==> src/rtl/ats_pkg.sv <==
package ats_pkg;

  localparam int TW_WORD_W = 32;

  // data-transfer fields
  localparam int DAT_REC_LSB = 0;
  localparam int DAT_REC_W   = 4;
  localparam int DAT_ACT_LSB = 4;
  localparam int DAT_ACT_W   = 5;
  localparam int DAT_SET_LSB = 22;
  localparam int DAT_SET_W   = 3;
  // task-file fields
  localparam int CMD_REC_LSB = 9;
  localparam int CMD_REC_W   = 4;
  localparam int CMD_ACT_LSB = 13;
  localparam int CMD_ACT_W   = 5;
  localparam int CMD_SET_LSB = 25;
  localparam int CMD_SET_W   = 3;

  localparam int SET_W = DAT_SET_W;
  localparam int ACT_W = DAT_ACT_W;
  localparam int REC_W = DAT_REC_W;
  localparam int CNT_W = (ACT_W > REC_W) ? ((ACT_W > SET_W) ? ACT_W : SET_W)
                                        : ((REC_W > SET_W) ? REC_W : SET_W);

  typedef struct packed {
    logic [SET_W-1:0] setup;
    logic [ACT_W-1:0] active;
    logic [REC_W-1:0] recover;
  } ats_timing_t;

  typedef enum logic [2:0] {
    ST_IDLE    = 3'd0,
    ST_SETUP   = 3'd1,
    ST_ACTIVE  = 3'd2,
    ST_RECOVER = 3'd3,
    ST_DONE    = 3'd4
  } ats_state_e;

  typedef enum logic [1:0] {
    LD_SETUP   = 2'd0,
    LD_ACTIVE  = 2'd1,
    LD_RECOVER = 2'd2
  } ats_load_e;

  // Choose the interval set for a cycle from the packed word.
  function automatic ats_timing_t pick_timing(input logic [TW_WORD_W-1:0] w,
                                              input logic cmd);
    ats_timing_t t;
    if (cmd) begin
      t.setup   = w[CMD_SET_LSB +: CMD_SET_W];
      t.active  = w[CMD_ACT_LSB +: CMD_ACT_W];
      t.recover = w[CMD_REC_LSB +: CMD_REC_W];
    end else begin
      t.setup   = w[DAT_SET_LSB +: DAT_SET_W];
      t.active  = w[DAT_ACT_LSB +: DAT_ACT_W];
      t.recover = w[DAT_REC_LSB +: DAT_REC_W];
    end
    return t;
  endfunction

  function automatic logic state_busy(input ats_state_e s);
    return (s == ST_SETUP) || (s == ST_ACTIVE) || (s == ST_RECOVER);
  endfunction

endpackage

==> src/rtl/ats_interval_counter.sv <==
module ats_interval_counter #(
  parameter int W = 5
) (
  input  logic         clk,
  input  logic         rst_n,
  input  logic         load,
  input  logic [W-1:0] load_val,
  output logic         expire
);
  logic [W-1:0] cnt_q;

  always_ff @(posedge clk or negedge rst_n) begin
    if (!rst_n)              cnt_q <= '0;
    else if (load)           cnt_q <= load_val;
    else if (cnt_q != '0)    cnt_q <= cnt_q - 1'b1;
  end

  assign expire = (cnt_q == '0);
endmodule

==> src/rtl/ats_snapshot.sv <==
module ats_snapshot
  import ats_pkg::*;
(
  input  logic        clk,
  input  logic        rst_n,
  input  logic        capture,
  input  ats_timing_t live_tm,
  input  logic        live_rd,
  output ats_timing_t snap_tm,
  output logic        snap_rd
);
  always_ff @(posedge clk or negedge rst_n) begin
    if (!rst_n) begin
      snap_tm <= '0;
      snap_rd <= 1'b0;
    end else if (capture) begin
      snap_tm <= live_tm;
      snap_rd <= live_rd;
    end
  end
endmodule

==> src/rtl/ats_sequencer.sv <==
module ats_sequencer
  import ats_pkg::*;
(
  input  logic       clk,
  input  logic       rst_n,
  input  logic       start,
  input  logic       expire,
  output ats_state_e state,
  output logic       accept,
  output logic       load_en,
  output ats_load_e  load_sel,
  output logic       busy,
  output logic       done
);
  ats_state_e nxt;

  always_comb begin
    nxt      = state;
    accept   = 1'b0;
    load_en  = 1'b0;
    load_sel = LD_SETUP;
    case (state)
      ST_IDLE, ST_DONE: begin
        if (start) begin
          accept   = 1'b1;
          load_en  = 1'b1;
          load_sel = LD_SETUP;
          nxt      = ST_SETUP;
        end else begin
          nxt = ST_IDLE;
        end
      end
      ST_SETUP: begin
        if (expire) begin
          load_en  = 1'b1;
          load_sel = LD_ACTIVE;
          nxt      = ST_ACTIVE;
        end
      end
      ST_ACTIVE: begin
        if (expire) begin
          load_en  = 1'b1;
          load_sel = LD_RECOVER;
          nxt      = ST_RECOVER;
        end
      end
      ST_RECOVER: begin
        if (expire) nxt = ST_DONE;
      end
      default: nxt = ST_IDLE;
    endcase
  end

  always_ff @(posedge clk or negedge rst_n) begin
    if (!rst_n) state <= ST_IDLE;
    else        state <= nxt;
  end

  assign busy = state_busy(state);
  assign done = (state == ST_DONE);
endmodule

==> src/rtl/ata_strobe_timer.sv <==
module ata_strobe_timer
  import ats_pkg::*;
(
  input  logic                 clk,
  input  logic                 rst_n,
  input  logic [TW_WORD_W-1:0] timing_word,
  input  logic                 start,
  input  logic                 rd_sel,
  input  logic                 cmd_sel,
  output logic                 dior_n,
  output logic                 diow_n,
  output logic                 busy,
  output logic                 done
);
  localparam int N_STROBE = 2;

  ats_timing_t      live_tm;
  ats_timing_t      snap_tm;
  logic             snap_rd;
  logic             accept;
  logic             seg_expire;
  logic             load_en;
  ats_load_e        load_sel;
  ats_state_e       state;
  logic [CNT_W-1:0] load_val;
  logic [N_STROBE-1:0] strobe_n;

  assign live_tm = pick_timing(timing_word, cmd_sel);

  ats_sequencer seq_i (
    .clk      (clk),
    .rst_n    (rst_n),
    .start    (start),
    .expire   (seg_expire),
    .state    (state),
    .accept   (accept),
    .load_en  (load_en),
    .load_sel (load_sel),
    .busy     (busy),
    .done     (done)
  );

  ats_snapshot snap_i (
    .clk     (clk),
    .rst_n   (rst_n),
    .capture (accept),
    .live_tm (live_tm),
    .live_rd (rd_sel),
    .snap_tm (snap_tm),
    .snap_rd (snap_rd)
  );

  // Setup is loaded in the accepting clock, before the snapshot is valid.
  always_comb begin
    case (load_sel)
      LD_ACTIVE:  load_val = CNT_W'(snap_tm.active);
      LD_RECOVER: load_val = CNT_W'(snap_tm.recover);
      default:    load_val = CNT_W'(live_tm.setup);
    endcase
  end

  ats_interval_counter #(.W(CNT_W)) cnt_i (
    .clk      (clk),
    .rst_n    (rst_n),
    .load     (load_en),
    .load_val (load_val),
    .expire   (seg_expire)
  );

  // index 0: write strobe, index 1: read strobe
  for (genvar g = 0; g < N_STROBE; g++) begin : g_strobe
    assign strobe_n[g] = !((state == ST_ACTIVE) && (snap_rd == (g == 1)));
  end

  assign diow_n = strobe_n[0];
  assign dior_n = strobe_n[1];
endmodule

==> config.mk <==
export PLATFORM = sky130hd
export DESIGN_NAME = ata_strobe_timer
export DESIGN_NICKNAME = d
export VERILOG_FILES = /design/src/rtl/ats_pkg.sv /design/src/rtl/ats_interval_counter.sv /design/src/rtl/ats_snapshot.sv /design/src/rtl/ats_sequencer.sv /design/src/rtl/ata_strobe_timer.sv
export SDC_FILE = /design/constraint.sdc
export NUM_CORES = 1
export LEC_CHECK = 0
export CAP_MARGIN = 5
export CORE_UTILIZATION = 35
export CTS_BUF_LIST = sky130_fd_sc_hd__clkbuf_8
export CTS_CLUSTER_SIZE = 40
export DETAILED_ROUTE_END_ITERATION = 7
export PLACE_DENSITY = 0.74
export REMOVE_ABC_BUFFERS = 1
export SLEW_MARGIN = 40
export SYNTH_ARGS = -nofsm -noshare
export SYNTH_HDL_FRONTEND = slang
export SYNTH_SLANG_ARGS = --single-unit
==> constraint.sdc <==
create_clock -name clk -period 2.9 [get_ports clk]
set_input_delay 0.58 -clock clk [delete_from_list [all_inputs] [get_ports clk]]
set_output_delay 0.58 -clock clk [all_outputs]
set_load 0.005 [all_outputs]
==> summary.md <==
| Metric | Value |
|---|---|
| Status | `finished clean` |
| Worst slack, placed | `394 ps` |
| CP peak stage delay | `440 ps` |
| Max cap viols | `0` |
| Cell Chain, Critical Path | `inv_1 > ha_1 > nor4b_4 > buf_4 > nand3b_1 > ha_1 > a221oi_1 > a21oi_1 > mux2_2` |
| Crit path time final | `2530 ps` |
| Comb power frac | `45.1%` |
| Post-detail-place hpwl | `1880 µm` |
| Setup TNS | `0 ps` |
| P_int | `0.770 mW` |
| # rows | `20` |
| Die height | `58.2 µm` |
| Clock sinks | `18` |
| Cell taking the most area after synthesis | `dfrtp_1` |
| Gate Count Post-Synth | `114` |
| Slowest CP cell | `ha_1` |
| Final ANT Viol Nets | `0` |
| Setup Crit Path Kind | `reg -> reg` |
| Routed Wire Length | `2400 µm` |
| Residual DRC | `0` |
| IO buf count | `32` |
| Initial Util | `36.6%` |
| Synth async-reset ratio | `100%` |
| RSZ-0062 raised after global routing | `false` |
| Initial DRC Count | `20` |
| Most frequent cell after synthesis | `dfrtp_1` |
| #FFs+latches synth | `18` |
| CTS buffer count | `3` |
| Die X | `58.2 µm` |
| Clk_skew | `1.19 ps` |
| Grt ovf | `0` |
| Crit path launch type | `flip-flop` |
| Initial antenna violation count | `0` |
| Fin crit share | `87.3%` |
| CTS tree | `done` |
| Via density | `4.84` |
| CTS H-tree depth | `1` |
| Top delay family on crit path | `adder cells` |
| Routed vias | `920` |
| Worst flop-to-flop path startpoint | `cnt_i.cnt_q[0]` |
| Slack of the worst reg-to-reg path | `370 ps` |
| Drt pass-1 iters | `4` |
| CTS-repair resized insts | `0` |
| Static Leakage | `0.642 nW` |
| Synth area leaders | `dfrtp_1 (41%), mux2i_1 (13%), a21oi_1 (6.3%)` |
| Dominant register cell in the synthesized netlist | `dfrtp_1` |
| Psw | `0.434 mW` |
| Skew-Pair Late Insertion Delay | `250 ps` |
| Final Hold Slack | `256 ps` |
| Area Growth Syn to Fin | `36.7%` |
| Worst setup margin | `369 ps` |
| Setup Buffers After CTS | `0` |
| Share of cells above drive strength 1 | `12.3%` |
| Worst path buffer plus inverter count | `2` |
| Max_slew headroom | `71.9%` |
| Final Hold Viols | `0` |
| Worst-Margin Slew | `422 ps` |
| Final setup viols | `0` |
| First-pass GRT wire length | `4100 µm` |
| Crit path max fanout | `8` |
| Switching share of total power | `36.0%` |
| Req. time, crit path | `3040 ps` |
| Core box area | `3030 µm²` |
| Post-synth EDFFs | `0` |
| Worst path most repeated cell | `ha_1` |
| # fillers | `286` |
| Clock share of power | `14.4%` |
| # IOs | `41` |
| Pwr dens | `796 nW/µm²` |
| Post-Syn Area per Cell | `9.71 µm²` |
| Total GRT Usage | `16.3%` |
| Yosys warnings | `0` |
| Diodes inserted | `0` |
| FF-to-FF End | `cnt_i.cnt_q[1]` |
| CTS max path bufs | `2` |
| Placer Congestion | `0.898` |
| Crit. End Element | `flip-flop` |
| Post-CTS Hold Buffers | `0` |
| Count of cell types in the netlist | `29` |
| Wirelength per Cell | `12.7 µm` |
| Die area | `3390 µm²` |
| Max IR drop VDD | `0.000364 V` |
| Slew Viols, Final | `0` |
| CTS Root Buffer Type | `clkbuf_8` |
| Worst EP arrival | `2670 ps` |
| Commonest cells in the synthesized netlist | `dfrtp_1 (18), nor2_1 (17), a21oi_1 (14), mux2i_1 (14), mux2_2 (6)` |
| Hold WC Path Type | `in -> async` |
| Seq/Total Area, Yosys | `40.7%` |
| Number of global-route vias before repair | `920` |
| Largest net degree at the start of global routing | `20` |
| Mapped Area | `1110 µm²` |
| Cells on worst reg2reg path | `9` |
| Flop pwr share | `40.5%` |
| Layout Nets | `189` |
| Fmax | `395 MHz` |
| Synth top area share | `40.7%` |
| CTS clock-pin slew for the worst setup and hold paths | `70 ps` |
[flip-flops by register name (all words and copies together) (netlist names)]
name and flops:
snap_i.snap_tm 9, cnt_i.cnt_q 5, seq_i.state 3, snap_i.snap_rd 1
[layout by cell type (no fill, tap or decap)]
cell	n
nor2b_1	1
dfrtp_1	18
o21ai_4	1
nor2_1	17
buf_4	3
nand2_1	5
and2_1	1
a21oi_1	14
or3b_2	1
o21ai_0	2
or3_1	1
nand2b_1	1
nor4b_4	1
xnor2_1	2
a221oi_1	3
inv_1	5
and2_2	1
mux2i_1	14
buf_2	1
clkbuf_8	3
mux2_2	6
and3_1	1
ha_1	4
xor2_1	1
clkdlybuf4s50_1	31
nor3_1	3
a22oi_1	1
nand3b_1	2
a31oi_1	1
or2_2	1
[logic make-up (layout without fill, tap and decap cells)]
logic type	Yosys count	in the layout	share of synthesized area (%)
adders and majority gates	4	4	4.52
muxes	20	20	18.8
DFF	18	18	40.7
and+or+nand+nor	36	36	17.2
AOI/OAI and AO/OA	22	22	12.3
buffers and inverters	11	43	4.18
xor gates and xnor gates	3	3	2.37
[how the worst max path moves through the flow]
stage	from	end	slack, ps	cells after the start
detailed placement	cnt_i.cnt_q[0]	cnt_i.cnt_q[2]	390	10
global placement	cnt_i.cnt_q[0]	cnt_i.cnt_q[2]	450	10
finish	cnt_i.cnt_q[0]	cnt_i.cnt_q[1]	370	9
floorplan	cnt_i.cnt_q[0]	cnt_i.cnt_q[2]	440	10
CTS	cnt_i.cnt_q[0]	cnt_i.cnt_q[1]	340	9
global route	cnt_i.cnt_q[0]	cnt_i.cnt_q[2]	180	9
[power groups by stage]
stage | sequential, mW | clock [mW] | combinational [mW]
finish | 0.488 | 0.173 | 0.544
global placement | 0.484 | 0 | 0.528
global route | 0.507 | 0.190 | 0.606
floorplan | 0.464 | 0 | 0.388
detailed placement | 0.492 | 0 | 0.545
CTS | 0.486 | 0.178 | 0.552
[worst register-to-register path, stage by stage, from the launching register on]
cell      delay, ps
dfrtp_1         410
inv_1            90
ha_1            200
nor4b_4         240
buf_4           210
nand3b_1        200
ha_1            440
a221oi_1        290
a21oi_1          70
mux2_2          270
[metrics by stage]
step	area, µm²	power (mW)	instances	utilization [%]
2_1_floorplan	1080	0.852	108	-
3_3_place_gp	1480	1.01	187	48.8
3_5_place_dp	1480	1.04	187	48.8
4_1_cts	1520	1.22	190	50.2
5_1_grt	1510	1.30	190	50.0
6_report	1510	1.20	190	50.0
[per-layer routing]
layer / wire, µm / vias up / track usage, %
li1: - / 462 / -
met4: 52 / 0 / 9.18
met2: 1270 / 17 / 28.6
met3: 47 / 4 / 2.01
met1: 1030 / 437 / 19.3
met5: 0 / - / 0
[final cells by class]
| class | count | area (µm²) | share of cell area (%) |
|---|---|---|---|
| Multi-Input combinational cell | 85 | 611 | 40.3 |
| Sequential cell | 18 | 450 | 29.8 |
| Timing Repair Buffer | 35 | 338 | 22.3 |
| Tap cell | 44 | 55.1 | 3.64 |
| Clock buffer | 3 | 41.3 | 2.73 |
| Inverter | 5 | 18.8 | 1.24 |
Power figures use the tool's default switching activity.
